$ cat config.mk
export PLATFORM = sky130hd
export DESIGN_NAME = irq_prio_arb
export DESIGN_NICKNAME = d
export VERILOG_FILES = /design/src/rtl/irq_arb_pkg.sv /design/src/rtl/irq_pend_bank.sv /design/src/rtl/irq_win_sel.sv /design/src/rtl/irq_act_stack.sv /design/src/rtl/irq_prio_arb.sv
export SDC_FILE = /design/constraint.sdc
export NUM_CORES = 1
export LEC_CHECK = 0
export BUFFER_PORTS_ARGS = -buffer_cell sky130_fd_sc_hd__buf_2
export CORE_MARGIN = 3
export CORE_UTILIZATION = 53
export DETAILED_ROUTE_END_ITERATION = 10
export GPL_TIMING_DRIVEN = 1
export PLACE_DENSITY = 0.83
export SLEW_MARGIN = 20
export SYNTH_ARGS = -nofsm -noshare
export SYNTH_HDL_FRONTEND = slang
export SYNTH_SLANG_ARGS = --single-unit
export TNS_END_PERCENT = 10
$ cat constraint.sdc
create_clock -name clk -period 28 [get_ports clk]
set_clock_uncertainty 0.15 [all_clocks]
set_input_delay 0 -clock clk [delete_from_list [all_inputs] [get_ports clk]]
set_output_delay 0 -clock clk [all_outputs]
set_load 0.02 [all_outputs]
$ cat src/rtl/irq_arb_pkg.sv
package irq_arb_pkg;
  localparam int PRIO_W = 8;
  localparam int GRP_W  = $clog2(PRIO_W);

  typedef logic [PRIO_W-1:0] prio_t;

  // Mask that keeps only the upper ib bits of a priority value.
  function automatic prio_t kept_mask(int unsigned ib);
    prio_t m;
    for (int b = 0; b < PRIO_W; b++) m[b] = (b >= PRIO_W - int'(ib));
    return m;
  endfunction

  // Preemption level: the priority with bits [g:0] removed.
  function automatic prio_t level_of(prio_t p, logic [GRP_W-1:0] g);
    prio_t m;
    for (int b = 0; b < PRIO_W; b++) m[b] = (b > int'(g));
    return p & m;
  endfunction
endpackage

$ cat src/rtl/irq_pend_bank.sv
module irq_pend_bank #(
  parameter int N_LINES = 16,
  localparam int IDX_W = $clog2(N_LINES)
) (
  input  logic               clk,
  input  logic               rst_n,
  input  logic [N_LINES-1:0] req_i,
  input  logic [N_LINES-1:0] set_i,
  input  logic [N_LINES-1:0] clr_i,
  input  logic               ack_fire_i,
  input  logic [IDX_W-1:0]   ack_idx_i,
  output logic [N_LINES-1:0] pend_o
);
  logic [N_LINES-1:0] req_q;
  logic [N_LINES-1:0] req_rise;

  assign req_rise = req_i & ~req_q;

  always_ff @(posedge clk or negedge rst_n) begin
    if (!rst_n) req_q <= '0;
    else        req_q <= req_i;
  end

  for (genvar i = 0; i < N_LINES; i++) begin : g_line
    logic ack_hit;
    assign ack_hit = ack_fire_i && (ack_idx_i == IDX_W'(i));
    always_ff @(posedge clk or negedge rst_n) begin
      if (!rst_n)           pend_o[i] <= 1'b0;
      else if (clr_i[i])    pend_o[i] <= 1'b0;
      else if (set_i[i])    pend_o[i] <= 1'b1;
      else if (ack_hit)     pend_o[i] <= 1'b0;
      else if (req_rise[i]) pend_o[i] <= 1'b1;
    end
  end
endmodule

$ cat src/rtl/irq_win_sel.sv
module irq_win_sel
  import irq_arb_pkg::*;
#(
  parameter int N_LINES   = 16,
  parameter int IMPL_BITS = 4,
  localparam int IDX_W = $clog2(N_LINES)
) (
  input  logic [N_LINES-1:0]        pend_i,
  input  logic [N_LINES-1:0]        en_i,
  input  logic [N_LINES-1:0]        act_i,
  input  logic [N_LINES*PRIO_W-1:0] prio_i,
  input  logic                      gmask_i,
  input  prio_t                     bp_i,
  output logic                      valid_o,
  output logic [IDX_W-1:0]          idx_o,
  output prio_t                     prio_o
);
  localparam prio_t KMASK = kept_mask(IMPL_BITS);

  logic [N_LINES-1:0] elig;

  for (genvar i = 0; i < N_LINES; i++) begin : g_elig
    prio_t p;
    assign p = prio_i[i*PRIO_W +: PRIO_W] & KMASK;
    assign elig[i] = pend_i[i] && en_i[i] && !act_i[i] && !gmask_i &&
                     ((bp_i == '0) || (p < bp_i));
  end

  always_comb begin
    valid_o = 1'b0;
    idx_o   = '0;
    prio_o  = '1;
    for (int i = 0; i < N_LINES; i++) begin
      prio_t p;
      p = prio_i[i*PRIO_W +: PRIO_W] & KMASK;
      if (elig[i] && (!valid_o || p < prio_o)) begin
        valid_o = 1'b1;
        idx_o   = IDX_W'(i);
        prio_o  = p;
      end
    end
  end
endmodule

$ cat src/rtl/irq_act_stack.sv
module irq_act_stack
  import irq_arb_pkg::*;
#(
  parameter int N_LINES     = 16,
  parameter int STACK_DEPTH = 4,
  localparam int IDX_W = $clog2(N_LINES),
  localparam int PTR_W = (STACK_DEPTH > 1) ? $clog2(STACK_DEPTH) : 1,
  localparam int CNT_W = $clog2(STACK_DEPTH + 1)
) (
  input  logic               clk,
  input  logic               rst_n,
  input  logic               push_i,
  input  logic               pop_i,
  input  logic [IDX_W-1:0]   push_idx_i,
  input  prio_t              push_prio_i,
  output logic [N_LINES-1:0] act_o,
  output prio_t              top_prio_o,
  output logic [CNT_W-1:0]   depth_o,
  output logic               empty_o,
  output logic               full_o
);
  prio_t            s_prio [STACK_DEPTH];
  logic [IDX_W-1:0] s_idx  [STACK_DEPTH];
  logic [PTR_W-1:0] top_ptr;
  logic [PTR_W-1:0] new_ptr;

  assign empty_o    = (depth_o == '0);
  assign full_o     = (depth_o == CNT_W'(STACK_DEPTH));
  assign top_ptr    = PTR_W'(depth_o - 1'b1);
  assign new_ptr    = PTR_W'(depth_o);
  assign top_prio_o = s_prio[top_ptr];

  always_ff @(posedge clk or negedge rst_n) begin
    if (!rst_n) begin
      depth_o <= '0;
      act_o   <= '0;
    end else if (pop_i && !empty_o) begin
      depth_o               <= depth_o - 1'b1;
      act_o[s_idx[top_ptr]] <= 1'b0;
    end else if (push_i && !full_o) begin
      depth_o           <= depth_o + 1'b1;
      act_o[push_idx_i] <= 1'b1;
    end
  end

  always_ff @(posedge clk) begin
    if (push_i && !pop_i && !full_o) begin
      s_prio[new_ptr] <= push_prio_i;
      s_idx[new_ptr]  <= push_idx_i;
    end
  end
endmodule

$ cat src/rtl/irq_prio_arb.sv
module irq_prio_arb
  import irq_arb_pkg::*;
#(
  parameter int N_LINES     = 16,
  parameter int IMPL_BITS   = 4,
  parameter int STACK_DEPTH = 4,
  localparam int IDX_W = $clog2(N_LINES),
  localparam int CNT_W = $clog2(STACK_DEPTH + 1)
) (
  input  logic                      clk,
  input  logic                      rst_n,
  input  logic [N_LINES-1:0]        req_i,
  input  logic [N_LINES-1:0]        en_i,
  input  logic [N_LINES*PRIO_W-1:0] prio_i,
  input  logic [GRP_W-1:0]          group_i,
  input  logic                      gmask_i,
  input  logic [PRIO_W-1:0]         basepri_i,
  input  logic                      nmi_i,
  input  logic                      fault_i,
  input  logic                      ack_i,
  input  logic                      eoi_i,
  input  logic [N_LINES-1:0]        set_pend_i,
  input  logic [N_LINES-1:0]        clr_pend_i,
  output logic                      win_valid_o,
  output logic [IDX_W-1:0]          win_idx_o,
  output logic [PRIO_W-1:0]         win_prio_o,
  output logic                      preempt_o,
  output logic                      sys_nmi_o,
  output logic                      sys_fault_o,
  output logic [N_LINES-1:0]        pend_o,
  output logic [N_LINES-1:0]        act_o,
  output logic [PRIO_W-1:0]         active_prio_o
);
  localparam prio_t KMASK = kept_mask(IMPL_BITS);

  // Named internal events, also observed by the bound checker.
  prio_t            bp_w;
  prio_t            top_prio_w;
  logic [CNT_W-1:0] depth_w;
  logic             empty_w;
  logic             full_w;
  logic             cfg_pre_w;
  logic             sys_busy_w;
  logic             ack_fire_w;
  logic             pop_w;

  assign bp_w = basepri_i & KMASK;

  irq_pend_bank #(.N_LINES(N_LINES)) u_pend (
    .clk        (clk),
    .rst_n      (rst_n),
    .req_i      (req_i),
    .set_i      (set_pend_i),
    .clr_i      (clr_pend_i),
    .ack_fire_i (ack_fire_w),
    .ack_idx_i  (win_idx_o),
    .pend_o     (pend_o)
  );

  irq_win_sel #(.N_LINES(N_LINES), .IMPL_BITS(IMPL_BITS)) u_sel (
    .pend_i  (pend_o),
    .en_i    (en_i),
    .act_i   (act_o),
    .prio_i  (prio_i),
    .gmask_i (gmask_i),
    .bp_i    (bp_w),
    .valid_o (win_valid_o),
    .idx_o   (win_idx_o),
    .prio_o  (win_prio_o)
  );

  irq_act_stack #(.N_LINES(N_LINES), .STACK_DEPTH(STACK_DEPTH)) u_stack (
    .clk         (clk),
    .rst_n       (rst_n),
    .push_i      (ack_fire_w),
    .pop_i       (pop_w),
    .push_idx_i  (win_idx_o),
    .push_prio_i (win_prio_o),
    .act_o       (act_o),
    .top_prio_o  (top_prio_w),
    .depth_o     (depth_w),
    .empty_o     (empty_w),
    .full_o      (full_w)
  );

  assign cfg_pre_w = win_valid_o && !full_w &&
                     (empty_w || (level_of(win_prio_o, group_i) <
                                  level_of(top_prio_w, group_i)));
  assign sys_busy_w = nmi_i || fault_i;
  assign ack_fire_w = ack_i && !eoi_i && !sys_busy_w && cfg_pre_w;
  assign pop_w      = eoi_i && !empty_w;

  assign sys_nmi_o     = nmi_i;
  assign sys_fault_o   = fault_i && !nmi_i;
  assign preempt_o     = sys_busy_w || cfg_pre_w;
  assign active_prio_o = empty_w ? '1 : top_prio_w;
endmodule

## After elaboration in Yosys (flattened, before gate mapping)

Memories as Yosys holds them, arrays and structs flattened.
Cells that the tools add are included.

| operators by class | value |
|---|---|
| multipliers | 0 |
| equal/unequal tests | 16 |
| reductions and logical operators | 200 |
| $add $sub $neg | 2 |
| shift operators | 0 |
| divide/modulo/power cells | 0 |
| magnitude comparators | 43 |
| bitwise operators | 7 |
| muxes and demuxes | 122 |

Operator list:

| operator | number |
|---|---|
| $lt 8x8->1 | 32 |
| $mux 8 | 17 |
| $logic_and 1x1->1 | 108 |
| $mux 1 | 85 |
| $reduce_bool 4->1 | 16 |
| $mux 4 | 14 |
| $logic_not 1->1 | 38 |
| $logic_or 1x1->1 | 34 |
| $and 16x16->16 | 2 |
| $eq 4x4->1 const B | 8 |
| $mux 16 | 2 |
| $not 16->16 | 2 |
| $and 8x8->8 | 2 |
| $eq 4x3->1 const B | 4 |
| $or 16x16->16 | 1 |
| $gt 3x3->1 const A | 4 |
| $lt 4x5->1 const B | 2 |
| $demux 1 s4 | 2 |
| $eq 4x2->1 const B | 2 |
| $ge 4x1->1 const B | 2 |
| $logic_not 8->1 | 1 |
| $gt 2x3->1 const A | 2 |
| $mux 3 | 2 |
| $eq 4x1->1 const B | 1 |
| other kinds (7) | 7 |

| word-level totals | value |
|---|---|
| memories kept | 2 |
| output and inout bits | 56 |
| bits of input ports | 210 |
| logic and storage cells | 411 |
| RAM bits | 48 |
| register bits | 51 |
| bits in latches | 0 |
| bits in read-only memories | 0 |

Memory list:

| memory | depth | width | rd ports | clocked after memory_dff | write ports | line | source |
|---|---|---|---|---|---|---|---|
| u_stack.s_prio | 4 | 8 | 1 | 0 | 1 | irq_act_stack.sv:22 | `prio_t s_prio [STACK_DEPTH];` |
| u_stack.s_idx | 4 | 4 | 1 | 0 | 1 | irq_act_stack.sv:23 | `logic [IDX_W-1:0] s_idx [STACK_DEPTH];` |

## Longest topological paths before layout

Gate-level depths: netlist of the first run.

| depth | value |
|---|---|
| depth in word-level cells | 74 |
| gate-level depth with buffers | 150 |
| depth with buffers taken out | 146 |

## Hierarchy

Synthesis of the first run repeated with hierarchy kept, for this count alone.

| unflattened totals | value |
|---|---|
| cells, all modules | 969 |
| area total of the unflattened synthesis | 9197.6 sq um |

By module, submodules not included:

| module | times used | area each (sq um) | sequential area each (sq um) | cells an instance |
|---|---|---|---|---|
| irq_win_sel | 1 | 4685.7 | 0.0 | 643 |
| irq_act_stack | 1 | 2770.2 | 1916.8 | 172 |
| irq_pend_bank | 1 | 1382.6 | 800.8 | 102 |
| irq_prio_arb | 1 | 359.1 | 0.0 | 52 |

## Worst setup path before layout of the first run

Ideal clock, no wire load.

| timing path | value |
|---|---|
| path kind | input to register |
| from | input port basepri_i[7] |
| to | register u_pend.pend_o[5] |
| required time | 27721 ps |
| path buffers | 3 |
| library setup time | 129 ps |
| slack | 2955 ps |
| arrival time | 24766 ps |
| stages | 141 |
| cell sequence | inv_1 > ha_1 > o211ai_1 > o21a_1 > o21ai_1 > nor2_1 > ha_1 > nor2b_1 > o311a_1 > o221ai_1 > nand2_1 > a21oi_1 > inv_1 > ha_1 > a21o_1 > a31oi_1 > o21ai_1 > a31oi_2 > (+105 left out) > or2_2 > buf_1 > nand2_1 > nor2_1 > a2111oi_4 > ha_1 > a21oi_1 > nor2b_1 > o21ai_0 > nand2_1 > a21oi_1 > and4b_1 > clkbuf_1 > nand2_1 > nor2_1 > nand3_1 > nand2b_1 > o41a_1 |

| on the way | value |
|---|---|
| word-level cells in the longest chain between the ends | 73 |
| elaborated cells on any way between the ends | 168 |
| classes of those cells | order compare (32); eq/ne (1); mux (50); bitwise (1); reduce/logical (84) |

Ends and longest elaborated chain:

| what | line | source |
|---|---|---|
| start, declared | irq_prio_arb.sv:17 | `input logic [PRIO_W-1:0] basepri_i,` |
| $lt 8x8->1 or $logic_not 8->1 (tied branches) | irq_win_sel.sv:26 | `((bp_i == '0) \|\| (p < bp_i));` |
| $logic_or 1x1->1 | irq_win_sel.sv:26 |  |
| $logic_and 1x1->1 | irq_win_sel.sv:25 | `assign elig[i] = pend_i[i] && en_i[i] && !act_i[i] && !gmask_i &&` |
| $mux 8 or $mux 1 (tied branches) | irq_win_sel.sv:36 | `if (elig[i] && (!valid_o \|\| p < prio_o)) begin` |
| $lt 8x8->1 or $logic_not 1->1 (tied branches) | irq_win_sel.sv:36 |  |
| $logic_or 1x1->1 | irq_win_sel.sv:36 |  |
| $logic_and 1x1->1 | irq_win_sel.sv:36 |  |
| $mux 8 or $mux 1 (tied branches) | irq_win_sel.sv:36 |  |
| (+57 left out) | n/a |  |
| $lt 8x8->1 | irq_prio_arb.sv:87 | `(empty_w \|\| (level_of(win_prio_o, group_i) <` |
| $logic_or 1x1->1 | irq_prio_arb.sv:87 |  |
| $logic_and 1x1->1 | irq_prio_arb.sv:86 | `assign cfg_pre_w = win_valid_o && !full_w &&` |
| $logic_and 1x1->1 | irq_prio_arb.sv:90 | `assign ack_fire_w = ack_i && !eoi_i && !sys_busy_w && cfg_pre_w;` |
| $logic_and 1x1->1 (*) | irq_pend_bank.sv:26 | `assign ack_hit = ack_fire_i && (ack_idx_i == IDX_W'(i));` |
| $mux 1 | irq_pend_bank.sv:31 | `else if (ack_hit) pend_o[i] <= 1'b0;` |
| $mux 1 | irq_pend_bank.sv:30 | `else if (set_i[i]) pend_o[i] <= 1'b1;` |
| $mux 1 | irq_pend_bank.sv:29 | `else if (clr_i[i]) pend_o[i] <= 1'b0;` |
| end signal, assigned by index | irq_pend_bank.sv:29 |  |
| end signal, assigned by index | irq_pend_bank.sv:30 |  |
| end signal, assigned by index | irq_pend_bank.sv:31 |  |
| end, declared | irq_pend_bank.sv:12 | `output logic [N_LINES-1:0] pend_o` |

Every way passes the cells marked *; elsewhere a longest branch is shown, timed or not.
A chain may end at the register's enable or synchronous reset.

## Worst setup path after layout of the first run

| timing path | value |
|---|---|
| from | register u_stack.act_o[0] |
| to | register u_pend.pend_o[2] |

| on the way | value |
|---|---|
| word-level cells in the longest chain between the ends | 74 |
| elaborated cells on any way between the ends | 123 |
| classes of those cells | order compare (16); eq/ne (1); mux (50); bitwise (1); reduce/logical (55) |

Ends and longest elaborated chain:

| what | line | source |
|---|---|---|
| start, declared | irq_act_stack.sv:16 | `output logic [N_LINES-1:0] act_o,` |
| start signal, assigned | irq_act_stack.sv:36 | `act_o <= '0;` |
| start signal, assigned by index | irq_act_stack.sv:39 | `act_o[s_idx[top_ptr]] <= 1'b0;` |
| start signal, assigned by index | irq_act_stack.sv:42 | `act_o[push_idx_i] <= 1'b1;` |
| $logic_not 1->1 (*) | irq_win_sel.sv:25 |  |
| $logic_and 1x1->1 (*) (3 in series) | irq_win_sel.sv:25 |  |
| $mux 8 or $mux 1 (tied branches) | irq_win_sel.sv:36 |  |
| $lt 8x8->1 or $logic_not 1->1 (tied branches) | irq_win_sel.sv:36 |  |
| $logic_or 1x1->1 | irq_win_sel.sv:36 |  |
| $logic_and 1x1->1 | irq_win_sel.sv:36 |  |
| $mux 8 or $mux 1 (tied branches) | irq_win_sel.sv:36 |  |
| $lt 8x8->1 or $logic_not 1->1 (tied branches) | irq_win_sel.sv:36 |  |
| (+56 left out) | n/a |  |
| $lt 8x8->1 | irq_prio_arb.sv:87 |  |
| $logic_or 1x1->1 | irq_prio_arb.sv:87 |  |
| $logic_and 1x1->1 | irq_prio_arb.sv:86 |  |
| $logic_and 1x1->1 | irq_prio_arb.sv:90 |  |
| $logic_and 1x1->1 (*) | irq_pend_bank.sv:26 |  |
| $mux 1 | irq_pend_bank.sv:31 |  |
| $mux 1 | irq_pend_bank.sv:30 |  |
| $mux 1 | irq_pend_bank.sv:29 |  |

Marked as above.

==> qor.csv, run 1 <==
stage,metric,value,unit
run_status,status,completed,
synthesis,"FF+latch count, synth",87,
floorplanning,Die ar.,0.0173,mm²
cts,clock tree sinks,87,
pwr,Leak,5.28,nW
placed_design,pre-CTS WS,0.733,ns
detailed_routing,Pre-Repair DR Iteration Count,6,
synthesis,Mapped Area,0.00835,mm²
synthesis,Cells after Synth,912,
global_routing,antenna violations before repair,0,
cts,later-pin clock latency in the skew report,0.36,ns
pwr,worst vdd ir,0.0582,mV
critical_path,cell type of the slowest stage on the worst timing path,dlygate4sd3_1,
synthesis,"Top FF cell, synth",dfrtp_1,
synthesis,Mapped Avg Cell Area,9.16,µm²
critical_path,Startpoint Class,flop,
detailed_routing,WL final,27.8,mm
detailed_routing,drt initial violations,770,
placed_design,GP Congestion,0.954,
placed_design,DP HPWL,20.0,mm
cts,CTS tree,done,
synthesis,Yosys top cell by area,dfrtp_1,
layout,fillers,1175,
global_routing,largest net degree at the start of global routing,52,
critical_path,crit-path max cell delay,0.55,ns
placed_design,placement-stage cell area,0.00978,mm²
global_routing,vias in the first global route,8837,
sta,Worst Tran Pin Value,0.743,ns
sta,final period utilization,95.0,%
critical_path,Setup crit end,u_pend.pend_o[2]$_DFFE_PN0P_,
critical_path,Critical Path Sink Type,flop,
cts,Root Driver,clkbuf_16,
detailed_routing,DRC viols,0,
pwr,clock power share,19.3,%
detailed_routing,via count,8780,
sta,Fmax,37.6,MHz
critical_path,CP Data Arrival Time,26.67,ns
sta,final setup fails,0,
critical_path,r2r endpoint,u_pend.pend_o[2]$_DFFE_PN0P_,
sta,worst rel slew slack,50.4,%
critical_path,most frequent cell on the critical path,ha_1,
detailed_routing,Final ANT Viol Nets,0,
layout,fin area,0.0109,mm²
pwr,Net Sw Power,285,µW
synthesis,Post-synth EDFFs,36,
floorplanning,Die H,132,µm
critical_path,Top delay family on crit path,compound AO/OA/AOI/OAI gates,
detailed_routing,met3 WL,1.80,mm
synthesis,commonest cells in the netlist,"ha_1, inv_1, nor2_1, nand2_1, a21oi_1",
synthesis,area fraction of the dominant cell type after synthesis,15.3,%
pwr,combinational power share,54.6,%
synthesis,Mapped Nets,1215,
cts,H-tree depth,3,
cts,CTS buffer count,9,
layout,Post-layout nets,1509,
detailed_routing,routed wire length per instance,19.6,µm
floorplanning,Core Area,0.0153,mm²
layout,Area Overhead vs Synth,30.9,%
synthesis,synth top area cells,"dfrtp_1, ha_1, edfxtp_1",
layout,diode count,0,
cts,Max clock buf depth,2,
sta,Hold Fails Final Rpt,0,
pwr,switching part of the total,44.4,%
critical_path,R2R setup slack,1.41,ns
detailed_routing,WL met2,13.4,mm
critical_path,CP max FO,9,
floorplanning,Rows,45,
floorplanning,Top Ports,266,
synthesis,Ys Warns,0,
detailed_routing,max layer used,met4,
critical_path,crit path from,u_stack.act_o[0]$_DFFE_PN0P_,
sta,Final min period,26.59,ns
pwr,power per cell area,58.8,mW/mm²
critical_path,critical path required time,28.08,ns
synthesis,fraction of registers with async set/reset,58.6,%
sta,Setup WS post-layout,1.41,ns
run,Max-Cap Viols,0,
synthesis,post-synth cell types,101,
critical_path,CP Class,reg2reg,
critical_path,Bufs and invs on worst path,17,
detailed_routing,M1 wire length,11.4,mm
global_routing,first-pass GRT wire length,44.2,mm
critical_path,CP Depth,139,
worst_hold_path,Hold WC Path Type,in2reg,
critical_path,R2R Path Start,u_stack.act_o[0]$_DFFE_PN0P_,
synthesis,most frequent cell after synthesis,ha_1,
layout,final core occ,71.4,%
global_routing,Overflow after GRT,0,
layout,layout cell share with drive strength beyond 1,29.6,%
critical_path,Worst Reg-to-Reg Cells,139,
pwr,Pint,357,µW
detailed_routing,Via density,6.17,
sta,max-slew violation count,0,
global_routing,Tot GR Track Use,31.2,%
placed_design,Buffers on Ports,197,
synthesis,"Seq/Total Area, Yosys",28.2,%
cts,clk slew on worst S/H paths,0.07,ns
pwr,sequential power share,26.1,%
floorplanning,Die Wd,132,µm
floorplanning,Initial Utilization,54.6,%
## worst min-delay path by stage
stage | from | to | slack, ns | cells past startpoint
6_report | prio_i[126] | u_stack.s_prio[2][6]$_DFFE_PP_ | 0.05 | 3
5_1_grt | prio_i[126] | u_stack.s_prio[2][6]$_DFFE_PP_ | 0.07 | 3
4_1_cts | prio_i[126] | u_stack.s_prio[0][6]$_DFFE_PP_ | 0.05 | 3
3_5_place_dp | req_i[13] | u_pend.req_q[13]$_DFF_PN0_ | -0.03 | 1
3_3_place_gp | req_i[13] | u_pend.req_q[13]$_DFF_PN0_ | -0.03 | 1
2_1_floorplan | rst_n | u_pend.pend_o[0]$_DFFE_PN0P_ | -0.45 | 0
## cells by family (layout without fill, tap and decap cells)
logic type,Yosys count,after routing,share of synthesized area [%]
compound gates,321,321,29.7
simple gates,277,277,17.2
buf+inv,98,397,4.96
fa+ha+maj,93,93,13.9
flops,87,87,28.2
mux,34,34,5.80
xor+xnor,2,2,0.210
## routing by layer
metal,GRT usage [%],vias to the layer above
li1,-,4044
met3,5.40,116
met5,0,-
met4,15.3,0
met1,38.4,4190
met2,52.9,430
## final cells by class
cell class	instances	area, µm²	area share, %
multi-input cells	727	5750	52.6
flip-flops and latches	87	2360	21.6
repair buffers	303	1970	18.0
inverters	78	293	2.68
well taps	211	264	2.42
clock buffers	9	225	2.06
clock inverters	7	72.6	0.664
## per-stage QoR
step	hold slack, ns	cells	setup TNS (ns)	power, mW
global route	0.0660	1422	-2.39	0.682
global placement	-0.0284	1334	0	0.487
finish	0.0541	1422	0	0.643
CTS	0.0484	1409	0	0.629
detailed placement	-0.0255	1334	0	0.498
floorplan	-0.446	912	0	0.394
## cell usage in the layout (no fill, tap or decap), types with 48 or more instances in the layout
| master | synthesis | routed |
|---|---|---|
| o21ai_0 | 50 | 49 |
| dfrtp_1 | 51 | 50 |
| inv_1 | 77 | 77 |
| nand2_1 | 62 | 61 |
| a21oi_1 | 53 | 49 |
| nor2_1 | 73 | 68 |
| dlygate4sd3_1 | 0 | 59 |
| buf_2 | 1 | 197 |
| ha_1 | 93 | 93 |
| nand2b_1 | 50 | 48 |
## power groups by stage
| stage | clock (mW) | sequential [mW] | combinational (mW) |
|---|---|---|---|
| floorplan | 0 | 0.171 | 0.223 |
| global placement | 0 | 0.169 | 0.317 |
| detailed placement | 0 | 0.170 | 0.328 |
| CTS | 0.124 | 0.167 | 0.338 |
| global route | 0.130 | 0.170 | 0.382 |
| finish | 0.124 | 0.168 | 0.351 |
## repair_timing
action                                  4_1_cts  5_1_grt
gates resized for setup                       0       38
buffers inserted                              0       13
endpoints found under the hold margin        84        0
hold buffers                                 59        0
endpoints found under the setup margin        0       76
## sequential cells by signal, indices dropped and copies added, names as in the netlist
register	cells
u_stack.depth_o	3
u_stack.act_o	16
u_stack.s_prio	20
u_pend.req_q	16
u_pend.pend_o	16
u_stack.s_idx	16
## tightest hold or removal path: cells and delay by family
family | cells | cell delay, ns
simple gates | 1 | 0.13
buf+inv | 1 | 0.12
compound gates | 1 | 0.12
Power figures use the tool's default switching activity.
==> run 2, diff against run 1 <==
- ABC_CLOCK_PERIOD_IN_PS: unset -> 31400
- CAP_MARGIN: unset -> 20
- CORE_UTILIZATION: 53 -> 57
- PLACE_DENSITY: 0.83 -> 0.88
- clock period: 28 -> 31.4 ns (I/O delays scaled with it)
==> run 2 against run 1 <==
- highest routed layer unchanged
- total power is 13% lower
- sequential power is 11% lower
- hold slack better by 0.024 ns
- critical endpoint is now u_pend.pend_o[5]$_DFFE_PN0P_
- via count is 0.48% lower
- sequential share of layout area is 0.93 points higher
- final area is 4.2% lower
- register-to-register slack better by 0.53 ns
- clock power is 11% lower
- combinational power is 14% lower
==> qor.csv, run 2 (synthesized netlist as in run 1, its figures left out) <==
stage,metric,value,unit,change
detailed_routing,DRC viols,0,,unchanged
placed_design,DP HPWL,19.7,mm,-1.5%
detailed_routing,Final ANT Viol Nets,0,,unchanged
cts,clk slew on worst S/H paths,0.07,ns,about the same
layout,Area Overhead vs Synth,25.4,%,
critical_path,cell type of the slowest stage on the worst timing path,o41a_4,,
floorplanning,Rows,43,,-4.4%
critical_path,Setup crit end,u_pend.pend_o[5]$_DFFE_PN0P_,,
floorplanning,Initial Utilization,59.3,%,+4.7 points
worst_hold_path,Hold WC Path Type,in2reg,,
critical_path,most frequent cell on the critical path,ha_1,,
cts,later-pin clock latency in the skew report,0.36,ns,about the same
critical_path,r2r endpoint,u_pend.pend_o[5]$_DFFE_PN0P_,,
critical_path,R2R Path Start,u_stack.act_o[0]$_DFFE_PN0P_,,
detailed_routing,M1 wire length,10.8,mm,-5.4%
layout,most frequent cells in the layout,"buf_2, ha_1, inv_1, nor2_1, nand2_1",,
detailed_routing,routed wire length per instance,20.3,µm,+4.0%
detailed_routing,via count,8738,,-0.48%
run,Max-Cap Viols,0,,unchanged
layout,Top reg by flops,u_stack.s_prio,,
critical_path,Critical Path Sink Type,flop,,
cts,H-tree depth,3,,unchanged
floorplanning,Die ar.,0.0161,mm²,-6.7%
run_status,status,completed,,
cts,Max clock buf depth,2,,unchanged
global_routing,Overflow after GRT,0,,unchanged
global_routing,first-pass GRT wire length,43.1,mm,-2.6%
critical_path,crit path from,u_stack.act_o[0]$_DFFE_PN0P_,,
global_routing,largest net degree at the start of global routing,52,,unchanged
sta,Fmax,33.9,MHz,-9.7%
detailed_routing,WL met2,13.0,mm,-2.3%
floorplanning,Die H,127,µm,-3.4%
detailed_routing,WL final,27.5,mm,-0.99%
worst_hold_path,hold_sp,prio_i[124],,
layout,fillers,997,,-15%
cts,Root Driver,clkbuf_16,,
cts,clock tree sinks,87,,unchanged
layout,Largest register FFs,20,,unchanged
layout,diode count,0,,unchanged
sta,Hold Fails Final Rpt,0,,unchanged
sta,worst rel slew slack,38.0,%,-12 points
placed_design,Buffers on Ports,197,,unchanged
floorplanning,Core Area,0.0141,mm²,-8.0%
critical_path,CP Class,reg2reg,,
pwr,Leak,5.05,nW,-4.3%
sta,Final min period,29.46,ns,+2.87 ns
critical_path,CP max FO,15,,+6
critical_path,crit-path max cell delay,0.57,ns,+0.02 ns
sta,Worst Tran Pin Value,0.927,ns,+0.184 ns
critical_path,critical path required time,31.49,ns,+3.41 ns
critical_path,R2R setup slack,1.94,ns,+0.53 ns
floorplanning,Top Ports,266,,unchanged
detailed_routing,met3 WL,2.22,mm,+23%
sta,max-slew violation count,0,,unchanged
detailed_routing,max layer used,met4,,
detailed_routing,Pre-Repair DR Iteration Count,6,,unchanged
detailed_routing,Via density,6.45,,+4.5%
detailed_routing,drt initial violations,815,,+5.8%
global_routing,antenna violations before repair,0,,unchanged
pwr,power per cell area,53.7,mW/mm²,-8.7%
placed_design,GP Congestion,0.983,,+3.1%
global_routing,Tot GR Track Use,33.1,%,+1.9 points
pwr,worst vdd ir,0.0617,mV,+6.0%
cts,CTS tree,done,,
layout,layout cell share with drive strength beyond 1,26.2,%,-3.4 points
sta,setup TNS,0,ns,unchanged
global_routing,vias in the first global route,8581,,-2.9%
critical_path,Startpoint Class,flop,,
critical_path,Worst Reg-to-Reg Cells,133,,-4.3%
cts,CTS buffer count,9,,unchanged
sta,final period utilization,93.8,%,-1.2 points
layout,"most common cell after layout, fill and taps aside",buf_2,,
sta,RSZ-0062 raised after global routing,false,,
sta,Hold Slack,0.0785,ns,+0.0244 ns
sta,final setup fails,0,,unchanged
critical_path,CP Data Arrival Time,29.54,ns,+2.87 ns
floorplanning,Die Wd,127,µm,-3.4%
layout,Post-layout nets,1472,,-2.5%
## run 2: changes by cell type in the layout (fill, tap and decap cells not counted), moves of 2 or more
| cell | previous run | this run |
|---|---|---|
| buf_12 | 3 | 0 |
| mux2i_2 | 2 | 0 |
| clkinvlp_4 | 1 | 5 |
| nand2b_1 | 48 | 50 |
| buf_4 | 44 | 10 |
| mux2i_1 | 10 | 12 |
| nor2_2 | 5 | 2 |
| nor2_1 | 68 | 72 |
| a21oi_1 | 49 | 51 |
| inv_1 | 77 | 74 |
| o21ai_4 | 2 | 0 |
## run 2: worst max-delay path: cells and delay by family, from the launching register on
| kind | cells | cell delay [ns] |
|---|---|---|
| adders and majority gates | 16 | 3.74 |
| buffers and inverters | 14 | 1.41 |
| muxes | 9 | 2.63 |
| and+or+nand+nor | 42 | 8.38 |
| DFF | 1 | 0.46 |
| AOI/OAI and AO/OA | 52 | 12.53 |
## run 2: stage by stage
stage | worst slack, ns | util [%] | std cells | instance area [µm²] | power [mW]
floorplan | 6.35 | - | 912 | 8350 | 0.351
global placement | 2.24 | 67.2 | 1271 | 9470 | 0.426
detailed placement | 1.59 | 67.2 | 1271 | 9470 | 0.438
CTS | 1.23 | 73.5 | 1346 | 10400 | 0.555
global route | 0.0186 | 74.3 | 1354 | 10500 | 0.596
finish | 1.94 | 74.3 | 1354 | 10500 | 0.562
## run 2: cell type report
cell class	count	area, µm²	area share [%]
multi-input combinational	727	5640	53.8
clock inverter	7	73.8	0.705
inverter	78	304	2.90
sequential	87	2360	22.5
timing repair buffer	266	1650	15.8
tap	180	225	2.15
clock buffer	9	225	2.15
## run 2: worst min-delay path by stage
| stage | end | slack, ns | cells past startpoint |
|---|---|---|---|
| after floorplan | u_pend.pend_o[0]$_DFFE_PN0P_ | -0.45 | 0 |
| after global placement | u_pend.req_q[13]$_DFF_PN0_ | -0.03 | 1 |
| after CTS | u_stack.s_prio[0][4]$_DFFE_PP_ | 0.06 | 3 |
| final | u_stack.s_prio[1][4]$_DFFE_PP_ | 0.08 | 3 |
| after global routing | u_stack.s_prio[1][4]$_DFFE_PP_ | 0.11 | 3 |
| after detailed placement | u_pend.req_q[13]$_DFF_PN0_ | -0.03 | 1 |
## run 2: metal layers
layer / vias up / global-route usage [%]
li1: 3971 / -
met1: 4094 / 41.8
met4: 0 / 16.6
met3: 135 / 4.35
met2: 538 / 55.7
met5: - / 0
## run 2: where the power goes
part	switching [mW]	internal, mW	leakage, nW
clock network	0.0540	0.0564	0.141
logic	0.183	0.119	3.95
registers	0.0150	0.135	0.961
total	0.252	0.310	5.05
## run 2: what timing repair did
item                                    in CTS  in global routing
setup buffers                                0                  8
resized for setup                            0                 13
endpoints found under the setup margin       0                 66
hold endpoints to repair                    84                  0
hold buffers                                59                  0
==> run 3, diff against run 2 <==
- GPL_TIMING_DRIVEN: 1 -> 0
==> run 3 against run 2 <==
- critical path depth rose by 6
- worst setup slack gained 0.14 ns
- sequential share of layout area decreased by 0.15 points
- sequential power about the same
- non-clock buffer count up 14
- total power rose by 1.3%
- first-iteration DRC count decreased by 15%
- global-route usage decreased by 0.10 points
- flip-flop and latch count stayed put
==> qor.csv, run 3 (synthesized netlist as in run 1, its figures left out) <==
stage,metric,value,unit,change
layout,final core occ,74.8,%,+0.49 points
cts,CTS buffer count,9,,unchanged
critical_path,Top delay family on crit path,compound AO/OA/AOI/OAI gates,,
layout,Top reg by flops,u_stack.s_prio,,
detailed_routing,via count,8770,,+0.37%
sta,Hold Slack,0.0667,ns,-0.0118 ns
floorplanning,Rows,43,,unchanged
global_routing,Overflow after GRT,0,,unchanged
layout,diode count,0,,unchanged
critical_path,Critical Path Sink Type,flop,,
placed_design,placement-stage cell area,0.00957,mm²,+1.1%
layout,"most common cell after layout, fill and taps aside",buf_2,,
sta,Worst Tran Pin Value,0.979,ns,+0.0513 ns
layout,most frequent cells in the layout,"buf_2, ha_1, inv_1, nor2_1, nand2_1",,
detailed_routing,Pre-Repair DR Iteration Count,5,,-1
critical_path,Startpoint Class,flop,,
cts,clk slew on worst S/H paths,0.08,ns,about the same
pwr,Leak,5.09,nW,+0.80%
critical_path,R2R setup slack,2.09,ns,+0.14 ns
sta,Final min period,29.31,ns,-0.143 ns
critical_path,CP Class,reg2reg,,
placed_design,pre-CTS WS,1.82,ns,+0.226 ns
layout,layout cell share with drive strength beyond 1,26.6,%,+0.36 points
layout,Area Overhead vs Synth,26.2,%,
critical_path,R2R Path Start,u_stack.act_o[0]$_DFFE_PN0P_,,
floorplanning,Initial Utilization,59.3,%,unchanged
critical_path,Worst Reg-to-Reg Cells,139,,+4.5%
detailed_routing,max layer used,met4,,
critical_path,Bufs and invs on worst path,17,,+3
sta,Hold Fails Final Rpt,0,,unchanged
detailed_routing,WL final,27.6,mm,about the same
cts,CTS tree,done,,
pwr,total power,569,µW,+1.3%
worst_hold_path,Hold WC Path Type,in2reg,,
pwr,worst vdd ir,0.0684,mV,+11%
run_status,status,completed,,
global_routing,Tot GR Track Use,32.9,%,-0.10 points
floorplanning,Die Wd,127,µm,unchanged
detailed_routing,M1 wire length,11.0,mm,+1.5%
global_routing,largest net degree at the start of global routing,52,,unchanged
critical_path,crit-path max cell delay,0.63,ns,+0.06 ns
global_routing,antenna violations before repair,0,,unchanged
cts,later-pin clock latency in the skew report,0.36,ns,about the same
layout,Post-layout nets,1486,,+0.95%
run,Max-Cap Viols,0,,unchanged
cts,Max clock buf depth,2,,unchanged
cts,H-tree depth,3,,unchanged
detailed_routing,WL met2,13.3,mm,+1.9%
sta,setup TNS,0,ns,unchanged
sta,worst rel slew slack,34.2,%,-3.8 points
cts,Root Driver,clkbuf_16,,
global_routing,first-pass GRT wire length,42.6,mm,-1.3%
global_routing,vias in the first global route,8551,,-0.35%
floorplanning,Die ar.,0.0161,mm²,unchanged
placed_design,Buffers on Ports,197,,unchanged
cts,clock tree sinks,87,,unchanged
layout,fin area,0.0105,mm²,+0.66%
sta,final period utilization,93.4,%,-0.46 points
detailed_routing,Via density,6.41,,-0.66%
detailed_routing,drt initial violations,693,,-15%
sta,max-slew violation count,0,,unchanged
critical_path,crit path from,u_stack.act_o[0]$_DFFE_PN0P_,,
pwr,power per cell area,54.0,mW/mm²,+0.64%
critical_path,CP Depth,139,,+4.5%
detailed_routing,DRC viols,0,,unchanged
sta,Fmax,34.1,MHz,+0.49%
placed_design,GP Congestion,0.991,,+0.77%
critical_path,CP Data Arrival Time,29.41,ns,-0.13 ns
layout,Largest register FFs,20,,unchanged
sta,Setup WS post-layout,2.09,ns,+0.143 ns
floorplanning,Die H,127,µm,unchanged
detailed_routing,Final ANT Viol Nets,0,,unchanged
critical_path,CP max FO,10,,-5
sta,final setup fails,0,,unchanged
placed_design,DP HPWL,19.9,mm,+0.78%
critical_path,cell type of the slowest stage on the worst timing path,a2111oi_1,,
floorplanning,Top Ports,266,,unchanged
critical_path,most frequent cell on the critical path,ha_1,,
critical_path,r2r endpoint,u_pend.pend_o[6]$_DFFE_PN0P_,,
critical_path,Setup crit end,u_pend.pend_o[6]$_DFFE_PN0P_,,
layout,fin cells,1368,,+1.0%
detailed_routing,routed wire length per instance,20.1,µm,-0.96%
critical_path,critical path required time,31.49,ns,about the same
detailed_routing,met3 WL,2.06,mm,-7.4%
placed_design,Placed Cells incl. Taps,1289,,+1.4%
floorplanning,Core Area,0.0141,mm²,unchanged
==> run 3: worst min path at each step <==
stage	depth (start not counted)	slack, ns	startpoint	to
after floorplan	0	-0.45	rst_n	u_pend.pend_o[0]$_DFFE_PN0P_
after global placement	1	-0.03	req_i[13]	u_pend.req_q[13]$_DFF_PN0_
after detailed placement	1	-0.05	rst_n	u_pend.pend_o[15]$_DFFE_PN0P_
after CTS	3	0.05	prio_i[126]	u_stack.s_prio[0][6]$_DFFE_PP_
after global routing	3	0.08	prio_i[124]	u_stack.s_prio[1][4]$_DFFE_PP_
final	3	0.07	prio_i[124]	u_stack.s_prio[1][4]$_DFFE_PP_
==> run 3: power breakdown <==
group	internal, mW	leakage [nW]	switching, mW
registers	0.135	0.961	0.0117
logic	0.125	3.99	0.186
clock network	0.0564	0.141	0.0549
total	0.317	5.09	0.253
==> run 3: area by class of cell <==
class | count | area [µm²]
plain buffers | 18 | 114
clock inverters | 7 | 73.8
repair buffers | 262 | 1620
well taps | 180 | 225
multi-input cells | 727 | 5620
inverters | 78 | 304
fillers | 990 | 3550
clock buffers | 9 | 225
flip-flops and latches | 87 | 2360
==> run 3: worst reg2reg max path, delay by kind of cell (launching register included) <==
kind / cells / cell delay, ns
compound gates: 53 / 12.56
simple gates: 44 / 7.95
buf+inv: 17 / 1.92
fa+ha+maj: 16 / 3.61
flops: 1 / 0.48
mux: 9 / 2.52
==> run 3: repair_timing <==
action,4_1_cts,5_1_grt
resized for setup,0,14
hold buffers,59,0
buffers inserted,0,6
hold endpoints to repair,84,0
setup endpoints to repair,0,66
==> run 3: layer usage <==
metal	global-route usage, %	up-vias
met5	0	-
met4	17.4	0
met3	4.72	110
met2	55.5	460
met1	41.1	4206
li1	-	3994
